==> src/rtl/lfsr_fifo.sv <==
module lfsr_fifo #(
  parameter int DW = 4,
  parameter int PW = 4,
  parameter logic [PW-1:0] TAPS = 4'b1100,
  parameter logic [PW-1:0] SEED = 4'b0001
) (
  input  logic          clk,
  input  logic          rst_n,
  input  logic          wr_en,
  input  logic [DW-1:0] wr_data,
  input  logic          rd_en,
  output logic [DW-1:0] rd_data,
  output logic          full,
  output logic          empty
);
  localparam int WORDS = 2**PW - 1;

  logic [DW-1:0] mem [1:WORDS];
  logic [PW-1:0] wptr, rptr;
  logic          last_wr;
  logic          do_wr, do_rd, same;

  function automatic logic [PW-1:0] lfsr_step(input logic [PW-1:0] s);
    return {s[PW-2:0], ^(s & TAPS)};
  endfunction

  assign same  = (wptr == rptr);
  assign full  = same & last_wr;
  assign empty = same & ~last_wr;
  assign do_wr = wr_en & ~full;
  assign do_rd = rd_en & ~empty;

  always_ff @(posedge clk)
    if (do_wr) mem[wptr] <= wr_data;

  always_ff @(posedge clk or negedge rst_n)
    if (!rst_n) begin
      wptr    <= SEED;
      rptr    <= SEED;
      last_wr <= 1'b0;
      rd_data <= '0;
    end else begin
      if (do_wr) wptr <= lfsr_step(wptr);
      if (do_rd) begin
        rd_data <= mem[rptr];
        rptr    <= lfsr_step(rptr);
      end
      if (do_wr != do_rd) last_wr <= do_wr;
    end
endmodule

==> config.mk <==
export PLATFORM = sky130hd
export DESIGN_NAME = lfsr_fifo
export DESIGN_NICKNAME = d
export VERILOG_FILES = /design/src/rtl/lfsr_fifo.sv
export SDC_FILE = /design/constraint.sdc
export NUM_CORES = 1
export LEC_CHECK = 0
export BUFFER_PORTS_ARGS = -buffer_cell sky130_fd_sc_hd__buf_2
export CORE_MARGIN = 3
export CORE_UTILIZATION = 40
export CTS_BUF_LIST = sky130_fd_sc_hd__clkbuf_8
export DETAILED_ROUTE_END_ITERATION = 12
export SETUP_SLACK_MARGIN = 0.5
export SKIP_CTS_REPAIR_TIMING = 1
export SLEW_MARGIN = 20
export SYNTH_ARGS = -nofsm -noshare
export SYNTH_HDL_FRONTEND = slang
export SYNTH_SLANG_ARGS = --single-unit
==> constraint.sdc <==
create_clock -name clk -period 3.71 [get_ports clk]
set_input_delay 0.1855 -clock clk [delete_from_list [all_inputs] [get_ports clk]]
set_output_delay 0.1855 -clock clk [all_outputs]
set_load 0.01 [all_outputs]
==> results by group, run 1 <==
Critical path
  • Crit path max fanout: 19
  • CP endpoint kind: flop
  • CP required: 3.68 ns
  • CP cell instances: xor2_1 > nor4_1 > a21oi_2 > nor4bb_1
  • WP buf/inv: 0
  • Max incr delay on CP: between 0.7 and 0.8 ns
  • Crit path DAT: between 2 and 3 ns
  • Crit Path Category: reg -> reg
  • CP max-delay cell: nor4bb_1
  • CP Launch Type: flop
  • CP Depth: 4
  • CP delay by family, top: simple AND/OR/NAND/NOR gates
  • R2R cell count: 4

Power and ir drop
  • Psw: approximately 500 uW
  • Power Dens Cells: about 600 mW/mm^2
  • Comb pwr share: around an eighth
  • Max IR drop VDD: 0.0002806 V
  • Switching part of the total: a little under a quarter
  • Internal power: 1622 uW
  • LEAKAGE: about 0.0012 uW
  • Share of total power in sequential cells: 50.6%
  • Clock share of power: between 30% and 40%

Final layout
  • N_diodes: 0
  • Fraction of layout cells with a size suffix above 1: between 30% and 40%
  • # fillers: a little over 600
  • P&R area growth vs syn: 13.66%
  • Fin area: about 0.0035 sq mm
  • # nets final: about 190

Floorplan
  • # IOs: 14
  • Initial core utilization: between 40% and 50%
  • Chip width: 93.60 microns
  • Core ar.: 0.007331 sq mm
  • Die height: around 94 microns
  • Die Area: 0.008760 sq mm
  • Row cnt: 31

Synthesis
  • Post-Syn Instances: 159
  • Leading area contributor after synthesis: edfxtp_1
  • Synth Warn #: 0
  • Syn Nets: 171
  • Avg Cell Area, Syn: between 15 and 20 sq um
  • Post-synth top area share: ~59%
  • Yosys reg bits: 73
  • Post-synth EDFFs: 60
  • FFs w/ async S/R, synth: roughly 18%
  • Post-synthesis sequential area ratio: between 60% and 70%
  • Cell variety after synth: 27
  • Top cells by area, synth: edfxtp_1, mux4_2, dfrtp_1
  • Primary FF master, synth: edfxtp_1
  • Top post-synthesis cells by count: edfxtp_1, mux4_2, mux2_2
  • Count leader, synth: edfxtp_1
  • Mapped cell area: just over 0.003 sq mm

Global routing
  • Grt ovf: 0
  • Global-route wire length before repair: roughly 9.0 mm
  • Met1 GRT Util: between 15 and 20%
  • Global-route met2 utilization: between 20% and 30%
  • M3 GR Usage: under 10%
  • Total Routing Usage GR: between 10% and 20%
  • Busiest grt layer: met2
  • Initial antenna violation count: 0
  • Vias in the first global route: ~1,500
  • Largest net degree at the start of global routing: 23

Timing
  • Max-slew violation count: 0
  • # setup viols final: 0
  • Tcrit/Tclk final: 74.25%
  • Final hold vios: 0
  • RSZ-0062 raised after global routing: false
  • Max-slew headroom at the worst pin: between 40 and 50%
  • FMAX: 0.3630 GHz
  • Least-Margin Pin Slew: slightly below 0.8 ns
  • Setup TNS: 0 ns
  • Clock Skews: between 0.006 and 0.007 ns
  • Final min period: 2.755 ns

Placement
  • RePlAce Congestion: 0.7756
  • Post-DP Area: roughly 0.0032 sq mm
  • Detailed Place HPWL: ~3.8 mm
  • I/O Buffers: 13

Route
  • Total Wirelength: 5.751 mm
  • DR vias: 1,486
  • Initial DRC count: about 110
  • Drt drc: 0
  • Antenna-violating nets left: 0
  • Initial DRT Pass Iterations: 4
  • Vias per cell: roughly 5.3
  • Per-cell routed wire length: slightly above 20 microns

Clocking
  • Root buf cell: clkbuf_8
  • CTS Buffer Depth: 2
  • Num Clock Sinks: 73
  • Worst-path clk slew: 0.07 ns
  • Total CTS buffers: 9
  • Worst skew pair latency: 0.34 ns
  • TritonCTS clock tree: built
  • Total number of H-tree levels: 3

Flow run
  • Max-Cap Viols: 0

Hold path
  • Hold depth: 2
  • HP Class: in -> reg

Outcome
  • Outcome: finished clean
worst reg2reg max path, delay by kind of cell, from the launching register on:
family,cells,cell delay (ns)
AND/OR/NAND/NOR,2,0.90
flip-flops,1,0.70
XOR/XNOR,1,0.22
AO/OA/AOI/OAI,1,0.57
path summary, 6_finish.rpt:
check                                         endpoint                    from  slack (ns)
worst min-delay path               last_wr$_DFFE_PN0P_                   wr_en        0.12
worst max-delay path              mem[12][1]$_DFFE_PP_     wptr[0]$_DFFE_PN1P_        0.96
worst min register to register  rd_data[1]$_DFFE_PN0P_  rd_data[1]$_DFFE_PN0P_        0.50
worst max register to register    mem[12][1]$_DFFE_PP_     wptr[0]$_DFFE_PN1P_        0.96
max in group asynchronous          wptr[0]$_DFFE_PN1P_                   rst_n        3.16
min in group asynchronous       rd_data[0]$_DFFE_PN0P_                   rst_n        0.27
stage by stage:
stage	hold WS (ns)	cells	total power [uW]	util [%]	setup WS (ns)
6_report	0.1155	281	2132	47.58	0.9555
5_1_grt	0.1029	281	2222	47.58	0.7482
4_1_cts	-0.2876	280	2150	47.45	0.9633
3_5_place_dp	0.09749	264	1356	43.93	0.9543
3_3_place_gp	0.09209	264	1344	43.93	1.135
2_1_floorplan	-0.1101	159	1258	-	1.332
state kept, by name (all words and copies together) (netlist names):
| signal | flops |
|---|---|
| wptr | 4 |
| last_wr | 1 |
| rd_data | 4 |
| mem | 60 |
| rptr | 4 |
cells by family (layout without fill, tap and decap cells):
family,Yosys count,after routing,synth area share [%]
AOI/OAI and AO/OA,9,9,2.120
xor gates and xnor gates,5,5,1.427
adders and majority gates,4,4,1.631
buffers and inverters,12,35,2.079
DFF,73,73,69.38
muxes,32,32,17.04
and+or+nand+nor,24,24,6.319
placed cells by master, fill, tap and decap left out, drive strengths merged:
cell         count
clkinv           2
o21ai            2
and4b            8
dlygate4sd3      1
and4             4
buf             15
dfstp            2
nor4bb           3
clkbuf           9
and2             1
mux2            12
nor2b            1
a22o             1
a221o            1
mux2i            5
dfrtp           11
edfxtp          60
a21oi            4
bufinv           4
nor2             5
nor4             1
xor2             5
ha               4
mux4            15
or4              1
a2111oi          1
inv              4
layout make-up:
type | count | area [sq um] | share of cell area, %
Clock buffer | 9 | 123.9 | 3.551
Clock inverter | 7 | 133.9 | 3.838
Inverter | 3 | 11.26 | 0.3228
Multi-Input combinational cell | 74 | 875.8 | 25.11
Sequential cell | 73 | 2130 | 61.05
Tap cell | 99 | 123.9 | 3.551
Timing Repair Buffer | 16 | 90.09 | 2.582
power groups by stage:
| stage | Sequential [uW] | Clock, uW | Combinational [uW] |
|---|---|---|---|
| floorplan | 1060 | 0 | 200 |
| global placement | 1090 | 0 | 258 |
| detailed placement | 1090 | 0 | 264 |
| CTS | 1080 | 809 | 266 |
| global route | 1090 | 845 | 291 |
| finish | 1080 | 791 | 263 |
metal layers:
metal  vias up  routed length, microns  part of all wire (%)
met5         -                       0                     0
met4         0                      87                   1.5
met3         8                     186                   3.2
met2        28                    2771                    48
met1       769                    2707                    47
li1        681                       -                     -
Power figures use the tool's default switching activity.
==> run 2: changes to the inputs <==
==> constraint.sdc (replaced) <==
create_clock -name clk -period 2.7 [get_ports clk]
set_input_delay 0.135 -clock clk [delete_from_list [all_inputs] [get_ports clk]]
set_output_delay 0.135 -clock clk [all_outputs]
set_load 0.01 [all_outputs]
==> run 2 against run 1 <==
Effect of this change:
- sequential share of layout area is 2.4 points lower
- non-clock buffer count is 11 higher
- count of clock-buffer cells in the layout is 2 higher
- critical path depth is 1 higher
- wire length is 3.6% higher
- cell count is 4.6% higher
- final area is 4.3% higher
- total power is 32% higher
- setup slack worse by 0.53 ns
- critical path type unchanged
==> results by group, run 2 (same netlist as run 1, synthesis figures left out) <==
Outcome
  • Outcome: finished clean

Clocking
  • Worst skew pair latency: 0.34 ns (about the same)
  • Root buf cell: clkbuf_8
  • Worst-path clk slew: 0.07 ns (about the same)
  • Total number of H-tree levels: 3 (unchanged)
  • TritonCTS clock tree: built
  • Num Clock Sinks: 73 (unchanged)
  • Total CTS buffers: 9 (unchanged)
  • CTS Buffer Depth: 2 (unchanged)

Global routing
  • Grt ovf: 0 (unchanged)
  • Vias in the first global route: 1,615 (+4.9%)
  • Largest net degree at the start of global routing: 23 (unchanged)
  • Global-route wire length before repair: 9.080 mm (+1.1%)
  • Total Routing Usage GR: 14.67% (about the same)
  • Initial antenna violation count: 0 (unchanged)

Route
  • Total Wirelength: 5.956 mm (+3.6%)
  • Per-cell routed wire length: 20.26 microns (-1.0%)
  • Vias per cell: 5.333 (+0.85%)
  • Antenna-violating nets left: 0 (unchanged)
  • DR vias: 1,568 (+5.5%)
  • Drt drc: 0 (unchanged)
  • Initial DRC count: 82 (-28%)
  • Initial DRT Pass Iterations: 4 (unchanged)

Timing
  • Tcrit/Tclk final: 84.07% (+9.8 points)
  • Least-Margin Pin Slew: 0.4969 ns (-0.2840 ns)
  • # setup viols final: 0 (unchanged)
  • RSZ-0062 raised after global routing: true
  • Clock Skews: 0.007860 ns (+0.001535 ns)
  • Post-route setup slack: 0.4302 ns (-0.5253 ns)
  • WHS: 0.04061 ns (-0.07487 ns)
  • Final hold vios: 0 (unchanged)
  • Setup TNS: 0 ns (unchanged)
  • Max-slew violation count: 0 (unchanged)
  • Max-slew headroom at the worst pin: 66.63% (+19 points)
  • Final min period: 2.270 ns (-0.4847 ns)
  • FMAX: 0.4406 GHz (+21%)

Floorplan
  • Die Area: 0.008760 sq mm (unchanged)
  • Initial core utilization: 41.87% (unchanged)
  • Die height: 93.60 microns (unchanged)
  • Chip width: 93.60 microns (unchanged)
  • # IOs: 14 (unchanged)
  • Row cnt: 31 (unchanged)
  • Core ar.: 0.007331 sq mm (unchanged)

Final layout
  • Fraction of layout cells with a size suffix above 1: 40.51% (+6.4 points)
  • Final core utilization: 49.62% (+2.0 points)
  • N_diodes: 0 (unchanged)
  • # nets final: 202 (+6.9%)
  • # fillers: 608 (-1.5%)
  • P&R area growth vs syn: 18.51%
  • Max reg flops: 60 (unchanged)
  • Most frequent cells in the layout: edfxtp_1, mux4_2, buf_2
  • Biggest register: mem
  • Leading cell type in the layout, fill and taps excluded: edfxtp_1

Placement
  • Placement Setup Slack: 0.2572 ns (-0.6972 ns)
  • I/O Buffers: 13 (unchanged)
  • Detailed Place HPWL: 3.956 mm (+5.4%)
  • RePlAce Congestion: 0.8490 (+9.5%)

Critical path
  • Max incr delay on CP: 0.64 ns (-0.14 ns)
  • Crit path DAT: 2.50 ns (-0.23 ns)
  • CP startpoint: rptr[0]$_DFFE_PN1P_
  • R2R cell count: 5 (+1)
  • CP delay by family, top: multiplexers
  • CP endpoint kind: flop
  • CP cell instances: buf_6 > mux4_2 > mux2_4 > a221o_1 > mux2_2
  • WP buf/inv: 1 (+1)
  • Crit Path Category: reg -> reg
  • CP max-delay cell: dfstp_2
  • Crit path max fanout: 6 (-13)
  • CP required: 2.93 ns (-0.75 ns)
  • CP Launch Type: flop
  • CP Depth: 5 (+1)
  • R2r endpoint: rd_data[3]$_DFFE_PN0P_
  • Reg2reg start: rptr[0]$_DFFE_PN1P_
  • Worst setup path endpoint: rd_data[3]$_DFFE_PN0P_
  • Reg2Reg Setup Slack: 0.43 ns (-0.53 ns)

Flow run
  • Max-Cap Viols: 0 (unchanged)

Power and ir drop
  • Share of total power in sequential cells: 52.7% (+2.1 points)
  • Power Dens Cells: 771.5 mW/mm^2 (+26%)
  • Psw: 744.6 uW (+46%)
  • Max IR drop VDD: 0.0005898 V (+110%)
  • Internal power: 2062 uW (+27%)
  • Clock share of power: 29.6% (-7.5 points)
  • Comb pwr share: 17.6% (+5.3 points)
  • Switching part of the total: 26.53% (+2.6 points)
  • LEAKAGE: 0.001304 uW (+5.6%)

Hold path
  • HP Class: in -> reg
-- run 2: changes by cell type in the layout (fill, tap and decap cells not counted), sizes merged --
| cell | previous run | this run |
|---|---|---|
| buf | 15 | 26 |
| bufinv | 4 | 1 |
| a21oi | 4 | 6 |
| clkbuf | 9 | 11 |
| inv | 4 | 5 |
-- run 2: stage by stage --
step / instance area (sq um) / cells / power (uW)
3_5_place_dp: 3281 / 270 / 1900
3_3_place_gp: 3281 / 270 / 1873
2_1_floorplan: 3084 / 159 / 1746
5_1_grt: 3637 / 294 / 2944
4_1_cts: 3480 / 286 / 2738
6_report: 3637 / 294 / 2806
-- run 2: area by class of cell --
type                    count  area, sq um  share of cell area (%)
inverters                   3        11.26                  0.3096
multi-input cells          76        972.2                   26.73
repair buffers             27        196.4                   5.401
clock inverters             5        47.55                   1.307
clock buffers              11        151.4                   4.162
well taps                  99        123.9                   3.406
flip-flops and latches     73         2135                   58.69
-- run 2: worst min-delay path by stage --
stage	start	slack [ns]	end	cells past startpoint
global placement	rst_n	0.04	rd_data[2]$_DFFE_PN0P_	1
floorplan	rst_n	-0.16	last_wr$_DFFE_PN0P_	0
global route	wr_en	0.02	last_wr$_DFFE_PN0P_	2
detailed placement	rst_n	0.04	rd_data[0]$_DFFE_PN0P_	1
finish	wr_en	0.04	last_wr$_DFFE_PN0P_	2
CTS	rst_n	-0.34	rd_data[3]$_DFFE_PN0P_	1
-- run 2: metal layers --
metal / vias up / share of wire (%) / GRT usage, %
li1: 709 / - / -
met1: 818 / 41 / 18.36
met2: 33 / 53 / 24.06
met3: 8 / 4.8 / 5.068
met4: 0 / 1.0 / 4.573
met5: - / 0 / 0
-- run 2: power by group through the flow --
stage / clock (uW) / sequential (uW) / combinational [uW]
finish: 832 / 1480 / 494
global route: 914 / 1490 / 537
CTS: 858 / 1460 / 423
detailed placement: 0 / 1480 / 420
global placement: 0 / 1470 / 403
floorplan: 0 / 1460 / 284
-- run 2: worst register-to-register path: stages (launching register included) --
cell     delay [ns]
dfstp_2        0.64
buf_6          0.13
mux4_2         0.52
mux2_4         0.30
a221o_1        0.32
mux2_2         0.26
==> run 3: changes to the inputs <==
--- a/config.mk
+++ b/config.mk
@@ -5,6 +5,7 @@
 export SDC_FILE = /design/constraint.sdc
 export NUM_CORES = 1
 export LEC_CHECK = 0
+export ABC_AREA = 1
 export BUFFER_PORTS_ARGS = -buffer_cell sky130_fd_sc_hd__buf_2
 export CORE_MARGIN = 3
 export CORE_UTILIZATION = 40
==> constraint.sdc (replaced) <==
create_clock -name clk -period 2.3 [get_ports clk]
set_input_delay 0.115 -clock clk [delete_from_list [all_inputs] [get_ports clk]]
set_output_delay 0.115 -clock clk [all_outputs]
set_load 0.01 [all_outputs]
==> run 3 against run 2 <==
Effect of this change:
- combinational power fell by 49%
- count of clock-buffer cells in the layout shrank 2
- cell count rose by 72%
- maximum frequency up 32%
- first-iteration DRC count rose to 2.6 times the previous value
- wire length increased by 20%
- critical path depth up 3
- clock power up 21%
- sequential share of layout area fell by 4.7 points
- setup slack improved by 0.15 ns
==> results by group, run 3 <==
Outcome
  • Outcome: finished clean

Timing
  • Least-Margin Pin Slew: 0.4282 ns (-0.06864 ns)
  • Max-slew violation count: 0 (unchanged)
  • Final hold vios: 0 (unchanged)
  • FMAX: 0.5829 GHz (+32%)
  • Max-slew headroom at the worst pin: 71.35% (+4.7 points)
  • Setup TNS: 0 ns (unchanged)
  • RSZ-0062 raised after global routing: true
  • Final min period: 1.715 ns (-0.5543 ns)
  • Tcrit/Tclk final: 74.58% (-9.5 points)
  • # setup viols final: 0 (unchanged)
  • Clock Skews: 0.005762 ns (-0.002098 ns)

Synthesis
  • Avg Cell Area, Syn: 9.240 sq um (-52%)
  • FFs w/ async S/R, synth: 17.81% (unchanged)
  • Count leader, synth: nand2_1
  • Yosys reg bits: 73 (unchanged)
  • Top post-synthesis cells by count: nand2_1, inv_1, edfxtp_1
  • Mapped cell area: 0.003456 sq mm (+13%)
  • Synth Warn #: 0 (unchanged)
  • Post-synth EDFFs: 60 (unchanged)
  • Post-synth top area share: 52.14% (-6.6 points)
  • Syn Nets: 386 (+130%)
  • Leading area contributor after synthesis: edfxtp_1
  • Post-Syn Instances: 374 (+140%)
  • Post-synthesis sequential area ratio: 61.62% (-7.8 points)
  • Top cells by area, synth: edfxtp_1, nand2_1, dfrtp_1
  • Primary FF master, synth: edfxtp_1
  • Cell variety after synth: 21 (-22%)

Final layout
  • Max reg flops: 60 (unchanged)
  • Fraction of layout cells with a size suffix above 1: 15.25% (-25 points)
  • Final core utilization: 47.49% (-2.1 points)
  • Fin area: 0.003941 sq mm (+8.4%)
  • Most frequent cells in the layout: nand2_1, inv_1, edfxtp_1
  • Leading cell type in the layout, fill and taps excluded: nand2_1
  • # nets final: 407 (+100%)
  • Biggest register: mem
  • Fin cells: 505 (+72%)
  • P&R area growth vs syn: 14.05%
  • N_diodes: 0 (unchanged)

Flow run
  • Max-Cap Viols: 0 (unchanged)

Clocking
  • Num Clock Sinks: 73 (unchanged)
  • TritonCTS clock tree: built
  • Total number of H-tree levels: 3 (unchanged)
  • Root buf cell: clkbuf_8
  • Total CTS buffers: 9 (unchanged)
  • Worst skew pair latency: 0.34 ns (about the same)
  • CTS Buffer Depth: 2 (unchanged)
  • Worst-path clk slew: 0.07 ns (about the same)

Critical path
  • CP endpoint kind: flop
  • Crit path max fanout: 29 (+23)
  • CP Launch Type: flop
  • Max incr delay on CP: 0.62 ns (-0.02 ns)
  • CP max-delay cell: dfstp_2
  • Crit path DAT: 1.95 ns (-0.55 ns)
  • Cell mode on critical path: nand2_1
  • Crit Path Category: reg -> reg
  • CP required: 2.53 ns (-0.40 ns)
  • CP cell instances: buf_4 > nand2_1 > nand3_1 > nand2_1 > nand2_1 > nand3_1 > nor2_1 > nor2_1

Power and ir drop
  • Share of total power in sequential cells: 53.9% (+1.2 points)
  • Comb pwr share: 9.1% (-8.5 points)
  • Switching part of the total: 21.79% (-4.7 points)
  • Psw: 596.5 uW (-20%)
  • Internal power: 2140 uW (+3.8%)
  • Power Dens Cells: 694.4 mW/mm^2 (-10%)
  • LEAKAGE: 0.001713 uW (+31%)
  • Max IR drop VDD: 0.0004311 V (-27%)
  • Clock share of power: 37.0% (+7.4 points)

Route
  • Antenna-violating nets left: 0 (unchanged)
  • Vias per cell: 4.723 (-11%)
  • Initial DRC count: 213 (+160%)
  • Drt drc: 0 (unchanged)
  • Initial DRT Pass Iterations: 5 (+1)
  • DR vias: 2,385 (+52%)
  • Per-cell routed wire length: 14.13 microns (-30%)
  • Total Wirelength: 7.136 mm (+20%)

Global routing
  • Global-route wire length before repair: 11.10 mm (+22%)
  • Grt ovf: 0 (unchanged)
  • Largest net degree at the start of global routing: 31 (+35%)
  • Initial antenna violation count: 0 (unchanged)
  • Total Routing Usage GR: 15.24% (+0.58 points)
  • Vias in the first global route: 2,209 (+37%)

Placement
  • I/O Buffers: 13 (unchanged)
  • Placed Cells incl. Taps: 482 (+79%)
  • Post-DP Area: 0.003586 sq mm (+9.3%)
  • Detailed Place HPWL: 4.678 mm (+18%)
  • RePlAce Congestion: 0.7849 (-7.6%)

Hold path
  • HP Class: in -> reg

Floorplan
  • Die height: 98.95 microns (+5.7%)
  • Chip width: 98.95 microns (+5.7%)
  • Initial core utilization: 41.64% (-0.23 points)
  • Core ar.: 0.008299 sq mm (+13%)
  • # IOs: 14 (unchanged)
  • Die Area: 0.009791 sq mm (+12%)
  • Row cnt: 33 (+6.5%)
## run 3: changes by cell type after synthesis, sizes merged, moves of 7 or more
| cell | change |
|---|---|
| inv | +66 |
| nand2 | +132 |
| buf | +7 |
| mux2 | -12 |
| o21ai | +7 |
| mux4 | -15 |
| nand3 | +39 |
| nor2 | +27 |
| and4b | -8 |
## run 3: cell type report
class / count / area (sq um)
fill: 765 / 4358
clock buffer: 9 / 123.9
sequential: 73 / 2130
inverter: 69 / 274.0
tap: 105 / 131.4
multi-input combinational: 220 / 1057
timing repair inverter: 1 / 8.758
clock inverter: 7 / 78.83
timing repair buffer: 21 / 137.6
## run 3: final timing paths
check | start | endpoint | slack (ns) | cells past startpoint
hold reg to reg | rd_data[1]$_DFFE_PN0P_ | rd_data[1]$_DFFE_PN0P_ | 0.51 | 2
hold / removal | wr_en | wptr[0]$_DFFE_PN1P_ | 0.06 | 3
setup reg to reg | rptr[0]$_DFFE_PN1P_ | rd_data[1]$_DFFE_PN0P_ | 0.58 | 8
min in group asynchronous | rst_n | rd_data[2]$_DFFE_PN0P_ | 0.21 | 2
setup / recovery | rptr[0]$_DFFE_PN1P_ | rd_data[1]$_DFFE_PN0P_ | 0.58 | 8
max in group asynchronous | rst_n | rptr[0]$_DFFE_PN1P_ | 1.79 | 2
## run 3: power by group through the flow
| stage | Combinational, uW | Clock, uW | Sequential (uW) |
|---|---|---|---|
| CTS | 200 | 1040 | 1470 |
| global route | 274 | 1100 | 1480 |
| finish | 250 | 1010 | 1470 |
| floorplan | 115 | 0 | 1510 |
| global placement | 201 | 0 | 1500 |
| detailed placement | 201 | 0 | 1500 |
## run 3: cells by family after synthesis
logic type	Yosys count	synth area share, %
buf+inv	81	9.920
compound gates	13	1.883
flops	73	61.62
fa+ha+maj	4	1.448
simple gates	203	25.13
## run 3: metal layers
| metal | part of all wire, % | vias up | GRT usage (%) |
|---|---|---|---|
| met5 | 0 | - | 0 |
| met2 | 45 | 64 | 22.73 |
| met3 | 7.2 | 14 | 2.548 |
| met4 | 2.5 | 0 | 7.668 |
| met1 | 45 | 1097 | 21.57 |
| li1 | - | 1210 | - |
## run 3: critical path: cells and delay by family (launching register included)
kind,cells,cell delay (ns)
buf+inv,1,0.33
flops,1,0.62
simple gates,7,0.63
## run 3: per-stage QoR
stage          setup WS, ns  hold slack, ns  total power, uW
6_report             0.5846         0.06271             2737
5_1_grt              0.4748         0.05978             2854
4_1_cts              0.3050         -0.3476             2713
3_5_place_dp         0.3270         0.02545             1702
3_3_place_gp         0.3789         0.02299             1701
2_1_floorplan        0.7126         -0.1806             1627
